--- config.mk ---
export PLATFORM = sky130hd
export DESIGN_NAME = pcib_host_ctrl
export DESIGN_NICKNAME = d
export VERILOG_FILES = /design/src/rtl/pcib_pkg.sv /design/src/rtl/pcib_decode.sv /design/src/rtl/pcib_cfg_hdr.sv /design/src/rtl/pcib_ctrl_regs.sv /design/src/rtl/pcib_dport.sv /design/src/rtl/pcib_host_ctrl.sv
export SDC_FILE = /design/constraint.sdc
export NUM_CORES = 2
export LEC_CHECK = 0
export BUFFER_PORTS_ARGS = -buffer_cell sky130_fd_sc_hd__buf_2
export CAP_MARGIN = 20
export CORE_UTILIZATION = 25
export CTS_CLUSTER_DIAMETER = 80
export DETAILED_ROUTE_END_ITERATION = 16
export PLACE_DENSITY = 0.37
export SLEW_MARGIN = 0
export SYNTH_ARGS = -nofsm -noshare
export SYNTH_HDL_FRONTEND = slang
export SYNTH_SLANG_ARGS = --single-unit
--- constraint.sdc ---
create_clock -name clk -period 2.45 [get_ports clk]
set_input_delay 0.1225 -clock clk [delete_from_list [all_inputs] [get_ports clk]]
set_output_delay 0.1225 -clock clk [all_outputs]
set_load 0.02 [all_outputs]
--- src/rtl/pcib_pkg.sv ---
package pcib_pkg;

    localparam int unsigned CPU_AW = 32;
    localparam int unsigned CPU_DW = 32;
    localparam int unsigned CPU_BW = CPU_DW / 8;
    localparam int unsigned OFF_W  = 10;

    localparam logic [OFF_W-1:0] OFF_PTR    = 10'h1C0;
    localparam logic [OFF_W-1:0] OFF_MBASE  = 10'h1C4;
    localparam logic [OFF_W-1:0] OFF_IOBASE = 10'h1C8;
    localparam logic [OFF_W-1:0] OFF_DPORT  = 10'h220;
    localparam logic [OFF_W-1:0] WIN_LEN    = 10'h224;

    typedef enum logic [2:0] {
        RG_NONE,
        RG_HDR,
        RG_PTR,
        RG_MBASE,
        RG_IOBASE,
        RG_DPORT,
        RG_IOWIN
    } region_e;

    typedef enum logic [1:0] {
        DP_IDLE,
        DP_ISSUE,
        DP_WAIT
    } dp_state_e;

    typedef struct packed {
        logic              write;
        logic [CPU_DW-1:0] wdata;
        logic [CPU_AW-1:0] addr;
    } cfg_req_t;

    // Mask keeping the top n bits plus bit 0.
    function automatic logic [CPU_DW-1:0] keep_upper(input int unsigned n);
        logic [CPU_DW-1:0] m;
        m = '0;
        for (int i = 0; i < CPU_DW; i++) begin
            if (i >= CPU_DW - n) m[i] = 1'b1;
        end
        m[0] = 1'b1;
        return m;
    endfunction

    function automatic logic full_word(input logic [CPU_BW-1:0] be);
        return &be;
    endfunction

endpackage

--- src/rtl/pcib_decode.sv ---
module pcib_decode
    import pcib_pkg::*;
#(
    parameter logic [31:0] REG_BASE    = 32'h1E20_0000,
    parameter int unsigned IO_WIN_BITS = 18,
    parameter int unsigned HDR_WORDS   = 64
) (
    input  logic [CPU_AW-1:0]           addr,
    input  logic [CPU_AW-1:IO_WIN_BITS] io_base_hi,
    output region_e                     region,
    output logic [OFF_W-1:0]            offset,
    output logic [IO_WIN_BITS-1:0]      io_off
);
    localparam int unsigned HDR_BYTES = HDR_WORDS * 4;

    logic in_reg_win;
    logic in_io_win;

    assign offset     = addr[OFF_W-1:0];
    assign io_off     = addr[IO_WIN_BITS-1:0];
    assign in_reg_win = (addr[CPU_AW-1:OFF_W] == REG_BASE[CPU_AW-1:OFF_W]) &&
                        (addr[OFF_W-1:0] < WIN_LEN);
    assign in_io_win  = (addr[CPU_AW-1:IO_WIN_BITS] == io_base_hi);

    always_comb begin
        region = RG_NONE;
        if (in_reg_win) begin
            if (32'(offset) < HDR_BYTES && offset[1:0] == 2'b00) region = RG_HDR;
            else if (offset == OFF_PTR)    region = RG_PTR;
            else if (offset == OFF_MBASE)  region = RG_MBASE;
            else if (offset == OFF_IOBASE) region = RG_IOBASE;
            else if (offset == OFF_DPORT)  region = RG_DPORT;
        end else if (in_io_win) begin
            region = RG_IOWIN;
        end
    end
endmodule

--- src/rtl/pcib_cfg_hdr.sv ---
module pcib_cfg_hdr
    import pcib_pkg::*;
#(
    parameter int unsigned HDR_WORDS = 64,
    parameter logic [15:0] CMD_INIT  = 16'h0080,
    parameter logic [15:0] STS_INIT  = 16'h0290,
    localparam int unsigned IDX_W    = $clog2(HDR_WORDS)
) (
    input  logic              clk,
    input  logic              rst,
    input  logic              we,
    input  logic [IDX_W-1:0]  idx,
    input  logic [CPU_DW-1:0] wdata,
    output logic [CPU_DW-1:0] rdata
);
    localparam int unsigned CMDSTS_IDX = 1;

    logic [CPU_DW-1:0] words [HDR_WORDS];

    always_ff @(posedge clk) begin
        if (rst) begin
            for (int i = 0; i < HDR_WORDS; i++) begin
                words[i] <= (i == CMDSTS_IDX) ? {STS_INIT, CMD_INIT} : '0;
            end
        end else if (we) begin
            words[idx] <= wdata;
        end
    end

    assign rdata = words[idx];
endmodule

--- src/rtl/pcib_ctrl_regs.sv ---
module pcib_ctrl_regs
    import pcib_pkg::*;
#(
    parameter logic [31:0] IOBASE_RST      = 32'hFE24_0000,
    parameter int unsigned IO_WIN_BITS     = 18,
    parameter int unsigned MBASE_KEEP_BITS = 8
) (
    input  logic              clk,
    input  logic              rst,
    input  logic              we,
    input  region_e           region,
    input  logic [CPU_DW-1:0] wdata,
    output logic [CPU_DW-1:0] ptr,
    output logic [CPU_DW-1:0] mbase,
    output logic [CPU_DW-1:0] iobase
);
    localparam logic [CPU_DW-1:0] MB_KEEP = keep_upper(MBASE_KEEP_BITS);
    localparam logic [CPU_DW-1:0] IO_KEEP = keep_upper(CPU_DW - IO_WIN_BITS);

    logic io_hi_differs;
    assign io_hi_differs = wdata[CPU_DW-1:IO_WIN_BITS] != iobase[CPU_DW-1:IO_WIN_BITS];

    always_ff @(posedge clk) begin
        if (rst) begin
            ptr    <= '0;
            mbase  <= '0;
            iobase <= IOBASE_RST & IO_KEEP;
        end else if (we) begin
            case (region)
                RG_PTR:    ptr   <= wdata;
                RG_MBASE:  mbase <= wdata & MB_KEEP;
                RG_IOBASE: if (io_hi_differs) iobase <= wdata & IO_KEEP;
                default: ;
            endcase
        end
    end


    iobase_same_hi_hold_chk: assert property (@(posedge clk) disable iff (rst)
        (we && region == RG_IOBASE && !io_hi_differs) |=> $stable(iobase));


    iobase_new_hi_take_chk: assert property (@(posedge clk) disable iff (rst)
        (we && region == RG_IOBASE && io_hi_differs) |=>
            (iobase[CPU_DW-1:IO_WIN_BITS] == $past(wdata[CPU_DW-1:IO_WIN_BITS])));
endmodule

--- src/rtl/pcib_dport.sv ---
module pcib_dport
    import pcib_pkg::*;
(
    input  logic              clk,
    input  logic              rst,
    input  logic              start,
    input  logic              write,
    input  logic [CPU_DW-1:0] wdata,
    input  logic [CPU_AW-1:0] ptr,
    input  logic              rsp_valid,
    output logic              req_valid,
    output cfg_req_t          req,
    output logic              done,
    output logic              busy
);
    dp_state_e state;

    always_ff @(posedge clk) begin
        if (rst) begin
            state <= DP_IDLE;
            req   <= '0;
        end else begin
            case (state)
                DP_IDLE: if (start) begin
                    state     <= DP_ISSUE;
                    req.write <= write;
                    req.wdata <= wdata;
                    req.addr  <= ptr;
                end
                DP_ISSUE: state <= DP_WAIT;
                DP_WAIT:  if (rsp_valid) state <= DP_IDLE;
                default:  state <= DP_IDLE;
            endcase
        end
    end

    assign req_valid = (state == DP_ISSUE);
    assign done      = (state == DP_WAIT) && rsp_valid;
    assign busy      = (state != DP_IDLE);


    cfg_req_single_pulse_chk: assert property (@(posedge clk) disable iff (rst)
        req_valid |=> !req_valid);


    cfg_req_after_start_chk: assert property (@(posedge clk) disable iff (rst)
        (start && !busy) |=> req_valid);
endmodule

--- src/rtl/pcib_host_ctrl.sv ---
module pcib_host_ctrl
    import pcib_pkg::*;
#(
    parameter logic [31:0] REG_BASE        = 32'h1E20_0000,
    parameter logic [31:0] IOBASE_RST      = 32'hFE24_0000,
    parameter int unsigned IO_WIN_BITS     = 18,
    parameter int unsigned MBASE_KEEP_BITS = 8,
    parameter int unsigned HDR_WORDS       = 64,
    parameter logic [15:0] CMD_INIT        = 16'h0080,
    parameter logic [15:0] STS_INIT        = 16'h0290
) (
    input  logic                   clk,
    input  logic                   rst,
    input  logic                   cpu_valid,
    input  logic                   cpu_write,
    input  logic [31:0]            cpu_addr,
    input  logic [31:0]            cpu_wdata,
    input  logic [3:0]             cpu_be,
    output logic                   cpu_ready,
    output logic [31:0]            cpu_rdata,
    output logic                   cfg_req_valid,
    output logic                   cfg_req_write,
    output logic [31:0]            cfg_req_addr,
    output logic [31:0]            cfg_req_wdata,
    input  logic                   cfg_rsp_valid,
    input  logic [31:0]            cfg_rsp_rdata,
    output logic                   io_valid,
    output logic                   io_write,
    output logic [IO_WIN_BITS-1:0] io_addr,
    output logic [31:0]            io_wdata,
    output logic [3:0]             io_be,
    input  logic                   io_ready,
    input  logic [31:0]            io_rdata
);
    localparam int unsigned IDX_W = $clog2(HDR_WORDS);

    region_e           region;
    logic [OFF_W-1:0]  offset;
    logic              acc_ok;
    logic              hdr_we;
    logic              reg_we;
    logic [CPU_DW-1:0] hdr_rdata;
    logic [CPU_DW-1:0] ptr, mbase, iobase;
    logic              dp_start, dp_done, dp_busy;
    cfg_req_t          dp_req;

    pcib_decode #(
        .REG_BASE    (REG_BASE),
        .IO_WIN_BITS (IO_WIN_BITS),
        .HDR_WORDS   (HDR_WORDS)
    ) u_decode (
        .addr       (cpu_addr),
        .io_base_hi (iobase[CPU_AW-1:IO_WIN_BITS]),
        .region     (region),
        .offset     (offset),
        .io_off     (io_addr)
    );

    pcib_cfg_hdr #(
        .HDR_WORDS (HDR_WORDS),
        .CMD_INIT  (CMD_INIT),
        .STS_INIT  (STS_INIT)
    ) u_hdr (
        .clk   (clk),
        .rst   (rst),
        .we    (hdr_we),
        .idx   (offset[IDX_W+1:2]),
        .wdata (cpu_wdata),
        .rdata (hdr_rdata)
    );

    pcib_ctrl_regs #(
        .IOBASE_RST      (IOBASE_RST),
        .IO_WIN_BITS     (IO_WIN_BITS),
        .MBASE_KEEP_BITS (MBASE_KEEP_BITS)
    ) u_regs (
        .clk    (clk),
        .rst    (rst),
        .we     (reg_we),
        .region (region),
        .wdata  (cpu_wdata),
        .ptr    (ptr),
        .mbase  (mbase),
        .iobase (iobase)
    );

    pcib_dport u_dport (
        .clk       (clk),
        .rst       (rst),
        .start     (dp_start),
        .write     (cpu_write),
        .wdata     (cpu_wdata),
        .ptr       (ptr),
        .rsp_valid (cfg_rsp_valid),
        .req_valid (cfg_req_valid),
        .req       (dp_req),
        .done      (dp_done),
        .busy      (dp_busy)
    );

    assign cfg_req_write = dp_req.write;
    assign cfg_req_addr  = dp_req.addr;
    assign cfg_req_wdata = dp_req.wdata;

    assign io_write = cpu_write;
    assign io_wdata = cpu_wdata;
    assign io_be    = cpu_be;

    assign acc_ok = cpu_valid && full_word(cpu_be);

    always_comb begin
        cpu_ready = 1'b1;
        cpu_rdata = '0;
        io_valid  = 1'b0;
        hdr_we    = 1'b0;
        reg_we    = 1'b0;
        dp_start  = 1'b0;
        case (region)
            RG_IOWIN: begin
                io_valid  = cpu_valid;
                cpu_ready = io_ready;
                cpu_rdata = io_rdata;
            end
            RG_HDR: if (acc_ok) begin
                cpu_rdata = hdr_rdata;
                hdr_we    = cpu_write;
            end
            RG_PTR: if (acc_ok) begin
                cpu_rdata = ptr;
                reg_we    = cpu_write;
            end
            RG_MBASE: if (acc_ok) begin
                cpu_rdata = mbase;
                reg_we    = cpu_write;
            end
            RG_IOBASE: if (acc_ok) begin
                cpu_rdata = iobase;
                reg_we    = cpu_write;
            end
            RG_DPORT: if (acc_ok) begin
                cpu_ready = dp_done;
                cpu_rdata = dp_done ? cfg_rsp_rdata : '0;
                dp_start  = !dp_busy;
            end
            default: ;
        endcase
    end


    dport_stall_chk: assert property (@(posedge clk) disable iff (rst)
        (dp_busy && !cfg_rsp_valid && cpu_valid) |-> !cpu_ready);


    ptr_steady_while_busy_chk: assert property (@(posedge clk) disable iff (rst)
        (dp_busy && cpu_valid) |=> $stable(ptr));


    partial_no_write_chk: assert property (@(posedge clk) disable iff (rst)
        (cpu_valid && !full_word(cpu_be) && region != RG_IOWIN) |=>
            ($stable(ptr) && $stable(mbase) && $stable(iobase)));


    io_needs_cpu_chk: assert property (@(posedge clk) disable iff (rst)
        io_valid |-> cpu_valid);
endmodule

Word level (Yosys, flattened, before mapping)
Memories as Yosys holds them, arrays and structs flattened.
Cells that the tools add are included.
Widths: inputs -> output; s select.
Operators by class
  magnitude comparators: 2
  reduce and logical (&&, ||, !) cells: 16
  mux-type cells: 33
  equality and inequality tests: 17
Operators with widths (count)
  $mux 32: 7
  $pmux 32 s6: 1
  $reduce_or 32->1: 1
  $eq 10x9->1 const B: 3
  $eq 22x19->1 const B: 1
  $mux 3: 7
  $eq 14x14->1: 1
  $ne 14x14->1: 1
  $mux 1: 13
  $eq 10x10->1 const B: 1
  $lt 10x10->1 const B: 1
  $lt 10x9->1 const B: 1
  $eq 3x3->1 const B: 3
  $reduce_and 2->1: 4
  $eq 3x2->1 const B: 2
  $mux 6: 1
  $pmux 2 s3: 1
  $logic_and 1x1->1: 4
  $logic_not 2->1: 2
  $mux 2: 2
  $ne 2x2->1 const B: 2
  $reduce_and 4->1: 1
  $eq 3x1->1 const B: 1
  $reduce_and 3->1: 1
  6 further kinds: 6
Storage, ports and cells
  RAM bits: 2048
  output and inout bits: 155
  flip-flop bits (word level): 123
  memories kept: 1
Memory list
  u_hdr.words: depth 64, bits a word 32, rd ports 1, clocked after memory_dff 0, wr ports 64, RTL line pcib_cfg_hdr.sv:18  | logic [CPU_DW-1:0] words [HDR_WORDS];

Depth between registers and ports, before layout
  depth in word-level cells: 14
  mapped depth: 12
  gate-level depth less buffers: 6

Cells and area by module
A second synthesis with hierarchy kept.
Second synthesis, totals
  cells, all modules: 7972
  area total of the unflattened synthesis: 101650.0 um^2
Modules (own cells, without submodules)
  pcib_cfg_hdr: area each 92797.8 um^2, instances 1, cells each 6971, sequential area each 61499.0 um^2
  pcib_dport: area each 2979.1 um^2, instances 1, cells each 290, sequential area each 1341.3 um^2
  pcib_host_ctrl: area each 2781.4 um^2, instances 1, cells each 330, sequential area each 0.0 um^2
  pcib_ctrl_regs: area each 2553.7 um^2, instances 1, cells each 307, sequential area each 1121.1 um^2
  pcib_decode: area each 538.0 um^2, instances 1, cells each 74, sequential area each 0.0 um^2

Worst setup path after synthesis
No wires, ideal clock.
  kind: input to register
  start: input cpu_addr[11]
  end: memory u_hdr.words[50][0], enable pin
  data arrival time: 2.237 ns
  data required time: 2.075 ns
  setup time: 0.375 ns
  setup slack: -0.161 ns
  cell stages on the path: 8
  path buffers: 2
  cell sequence: nor4b_1 nand4_1 nor4_1 buf_4 nand3_2 clkbuf_1 nor2_1 or2_2
RTL lines
  start: declaration: RTL line pcib_host_ctrl.sv:16  | input logic [31:0] cpu_addr,
  end: declaration: RTL line pcib_cfg_hdr.sv:18

Worst setup path in the final report
  start: memory u_hdr.words[15][14]
  end: output cpu_rdata[14]
On the way
  longest elaborated chain between the ends: 3
RTL lines
  $mem_v2 64x32
  $mux 32: RTL line pcib_host_ctrl.sv:124  | RG_HDR: if (acc_ok) begin
  $pmux 32 s6: RTL line pcib_host_ctrl.sv:118  | case (region)
  end: declaration: RTL line pcib_host_ctrl.sv:20  | output logic [31:0] cpu_rdata,
Every way passes these cells.

==> reports/summary.log <==
qor: pwr.power-per-cell-area 720 nW/um^2
qor: clock_network.clkTransAtPathRegs 0.06 ns
qor: floorplanning.coreArea 394,000 um^2
qor: clock_network.total_clock_sinks 2,171
qor: global_route.first_global_vias 66,900
qor: pwr.vdd_drop_max 0.000461 V
qor: pwr.power.switching_fraction 25.6%
qor: timing.relSlewSlack 22.9%
qor: critical_path.critical_path.slowest_cell sky130_fd_sc_hd__mux4_2
qor: run_status.outcome finished with violations
qor: critical_path.timing.setup.critical_path_class register to primary output
qor: clock_network.cts.root.buffer_cell sky130_fd_sc_hd__clkbuf_16
qor: pwr.p_switching 0.0233 W
qor: synthesis.postSynthCellCount 7,149
qor: floorplanning.placementRows 230
qor: timing.timing_max_transition_violations_final 0
qor: detailed_routing.routed-wl-met2 216,000 um
qor: layout.flow.area_growth_from_synthesis 28.0%
qor: timing.final.setup.worst_slack -1.37 ns
qor: floorplanning.die-area 399,000 um^2
qor: timing.report.final.setup_viol 34
qor: timing.clock.fmax 0.262 GHz
qor: detailed_routing.topRoutingLayerUsed met5
qor: synthesis.yosys_top_cell_by_area sky130_fd_sc_hd__edfxtp_1
qor: detailed_routing.post-route-drc-count 0
qor: clock_network.cts-buffers-inserted 271
qor: critical_path.signal_arrival_time_at_the_worst_endpoint 3.70 ns
qor: pwr.power.clock.fraction 42.7%
qor: clock_network.insertion_delay 0.92 ns
qor: floorplanning.design.portCount 293
qor: placed_design.io_buffer_count 292
qor: synthesis.syn_area 99,200 um^2
qor: floorplanning.die_y 632 um
qor: synthesis.yosysUniqueCellTypes 77
qor: critical_path.cp_cell_sequence mux4_2 > a221oi_2 > buf_4 > nor2_2 > a211oi_2 > buf_4 > nor4bb_4 > buf_4 > o21ai_2 > buf_6
qor: timing.period_share 156%
qor: synthesis.synth_commonest_cells sky130_fd_sc_hd__edfxtp_1, sky130_fd_sc_hd__and2_1, sky130_fd_sc_hd__clkbuf_1
qor: timing.fin_hold_ws 0.103 ns
qor: placed_design.place_ws -1.59 ns
qor: critical_path.crit_path_max_fanout 1
qor: global_route.overflow 0
qor: synthesis.synth-async-reset-ratio 0%
qor: timing.fin_tns_setup -30.63 ns
qor: pwr.p_int 0.0680 W
qor: critical_path.worst-path-buf-inv 4
qor: detailed_routing.wl_met1 198,000 um
qor: floorplanning.dieWidth 632 um
qor: timing.worst_slew_pin_slew 1.15 ns
qor: global_route.grt_start_max_net_pins 145
qor: detailed_routing.antenna_left 0
qor: detailed_routing.met3WireLength 25,700 um
qor: detailed_routing.routed_via_density 4.94
qor: clock_network.tritoncts built
qor: critical_path.timing.critical_path.required 2.33 ns
qor: pwr.power_leakage 44.6 nW
qor: synthesis.synth-main-ff-cell sky130_fd_sc_hd__edfxtp_1
qor: placed_design.dpl.hpwl 319,000 um
qor: layout.instances_no_fill 13,500
qor: synthesis.ys_warn_count 0
qor: synthesis.yosysSeqAreaShare 64.5%
qor: clock_network.htree_num_levels 5
qor: synthesis.synth.avg_cell_area 13.9 um^2
qor: critical_path.critical_path.top_delay_family buffers and inverters
qor: placed_design.placed_instances 13,000
qor: critical_path.critical_path.max_stage_delay 0.56 ns
qor: synthesis.leading_post_synthesis_cells_by_cell_area sky130_fd_sc_hd__edfxtp_1, sky130_fd_sc_hd__and2_1, sky130_fd_sc_hd__mux4_2, sky130_fd_sc_hd__nor3_1, sky130_fd_sc_hd__mux2i_1
qor: global_route.grt_antenna_before_repair 35
qor: global_route.grt_usage 22.4%
qor: clock_network.cts.path.max_buffers 4
qor: detailed_routing.routed-via-count 66,800
qor: run.timing.max_cap.violations 0
qor: detailed_routing.drt-initial-drc-count 6,897
qor: synthesis.synth_top_area_share 62.0%
qor: synthesis.synth_edf_count 2,048
qor: worst_hold_path.hold_path.class input pin to register
qor: global_route.first_pass_grt_wire_length 612,000 um
qor: layout.share_of_cells_above_drive_strength_1 30.7%
qor: timing.skew 0.0345 ns
qor: timing.number_of_failing_hold_endpoints_at_the_final_stage 0
qor: placed_design.gp_congestion 0.897
qor: detailed_routing.wire_per_inst 33.7 um
qor: timing.grt_setup_unrepaired true
qor: synthesis.yosys.cell_count.top_type sky130_fd_sc_hd__edfxtp_1
qor: synthesis.postSynthNetCount 7,287
qor: synthesis.postSynthRegisterBits 2,171
qor: timing.timing.final.crit_period 3.82 ns
qor: detailed_routing.firstDrtPassIters 7
qor: layout.num-nets-final 8,223
qor: pwr.power.combinational.fraction 10.6%
qor: detailed_routing.drt-total-wl 457,000 um
qor: pwr.seq_power_share 46.7%
qor: critical_path.worst_setup_path_start_kind register
qor: critical_path.worst_setup_path_end_kind primary output
qor: run_status.violations setup timing
qor: floorplanning.floorplan.initialDensity 25.2%
qor: critical_path.cell_occurring_most_often_along_the_worst_timing_path sky130_fd_sc_hd__buf_4
[final cells by class]
class,count,area (um^2)
Fill cell,38900,267000
Timing Repair Buffer,1476,14800
Multi-Input combinational cell,4142,33200
Inverter,23,91.3
Tap cell,5220,6530
Clock inverter,132,1070
Sequential cell,2171,64000
Clock buffer,351,7260
Antenna cell,18,45.0
[metrics by stage]
step                      instance area, um^2  util (%)  total power [W]
after detailed placement               117000      29.7           0.0528
after global routing                   127000      32.2           0.0937
final                                  127000      32.3           0.0914
after global placement                 117000      29.6           0.0528
after floorplan                         99300         -           0.0468
after CTS                              127000      32.2           0.0922
[cells by family after synthesis]
kind of cell	after synthesis	synth area share, %
AND/OR/NAND/NOR	2806	15.8
flip-flops	2171	64.5
buffers and inverters	836	3.72
multiplexers	671	11.3
AO/OA/AOI/OAI	637	4.44
XOR/XNOR	28	0.247
[sequential cells by signal, summed over array words and instances, names as in the netlist]
signal / count
u_dport.state: 2
u_dport.req: 65
u_regs.ptr: 32
u_hdr.words: 2048
u_regs.mbase: 9
u_regs.iobase: 15
[placed cells by master (no fill, tap or decap), types with 60 or more instances in the layout]
cell type,instances
sky130_fd_sc_hd__dfxtp_1,119
sky130_fd_sc_hd__a21oi_1,156
sky130_fd_sc_hd__nor2_2,63
sky130_fd_sc_hd__buf_4,831
sky130_fd_sc_hd__nor3_1,530
sky130_fd_sc_hd__edfxtp_1,2048
sky130_fd_sc_hd__and2_1,1537
sky130_fd_sc_hd__clkbuf_16,279
sky130_fd_sc_hd__a22oi_1,67
sky130_fd_sc_hd__mux4_2,352
sky130_fd_sc_hd__mux2i_1,253
sky130_fd_sc_hd__nand2_1,321
sky130_fd_sc_hd__clkbuf_1,71
sky130_fd_sc_hd__nor2_1,90
sky130_fd_sc_hd__buf_12,312
sky130_fd_sc_hd__mux2_2,60
sky130_fd_sc_hd__buf_2,236
[power groups by stage]
stage	sequential [W]	clock (W)	combinational (W)
after floorplan	0.0432	0	0.00360
after global placement	0.0434	0	0.00939
after detailed placement	0.0434	0	0.00938
after CTS	0.0427	0.0398	0.00970
after global routing	0.0428	0.0410	0.00989
final	0.0427	0.0390	0.00967
[layer usage]
metal | vias up | GRT usage, %
met5 | - | 0
met4 | 2 | 7.11
met3 | 549 | 2.96
met2 | 2400 | 37.2
met1 | 35500 | 30.1
li1 | 28400 | -
[worst register-to-register path, delay by kind of cell (launching register included)]
family / cells / cell delay [ns]
flops: 1 / 0.36
simple gates: 4 / 0.88
xor+xnor: 1 / 0.15
compound gates: 1 / 0.28
buf+inv: 2 / 0.40
[final timing paths]
| check | startpoint | endpoint | slack, ns | depth (start not counted) |
|---|---|---|---|---|
| setup / recovery | u_hdr.words[15][14] | cpu_rdata[14] | -1.37 | 10 |
| hold / removal | cpu_addr[0] | u_dport.req[37] | 0.10 | 7 |
| setup reg to reg | u_regs.iobase[28] | u_regs.iobase[25] | 0.27 | 8 |
| hold reg to reg | u_dport.req[22] | u_dport.req[22] | 0.45 | 2 |
[what timing repair did]
item,4_1_cts,5_1_grt
cloned,1,0
endpoints found under the setup margin,34,34
gates resized for setup,281,39
endpoints found under the hold margin,773,0
setup buffers,12,5
hold buffers,37,0
pin swaps,85,43
Note: power is estimated with default switching activity, not from simulation.
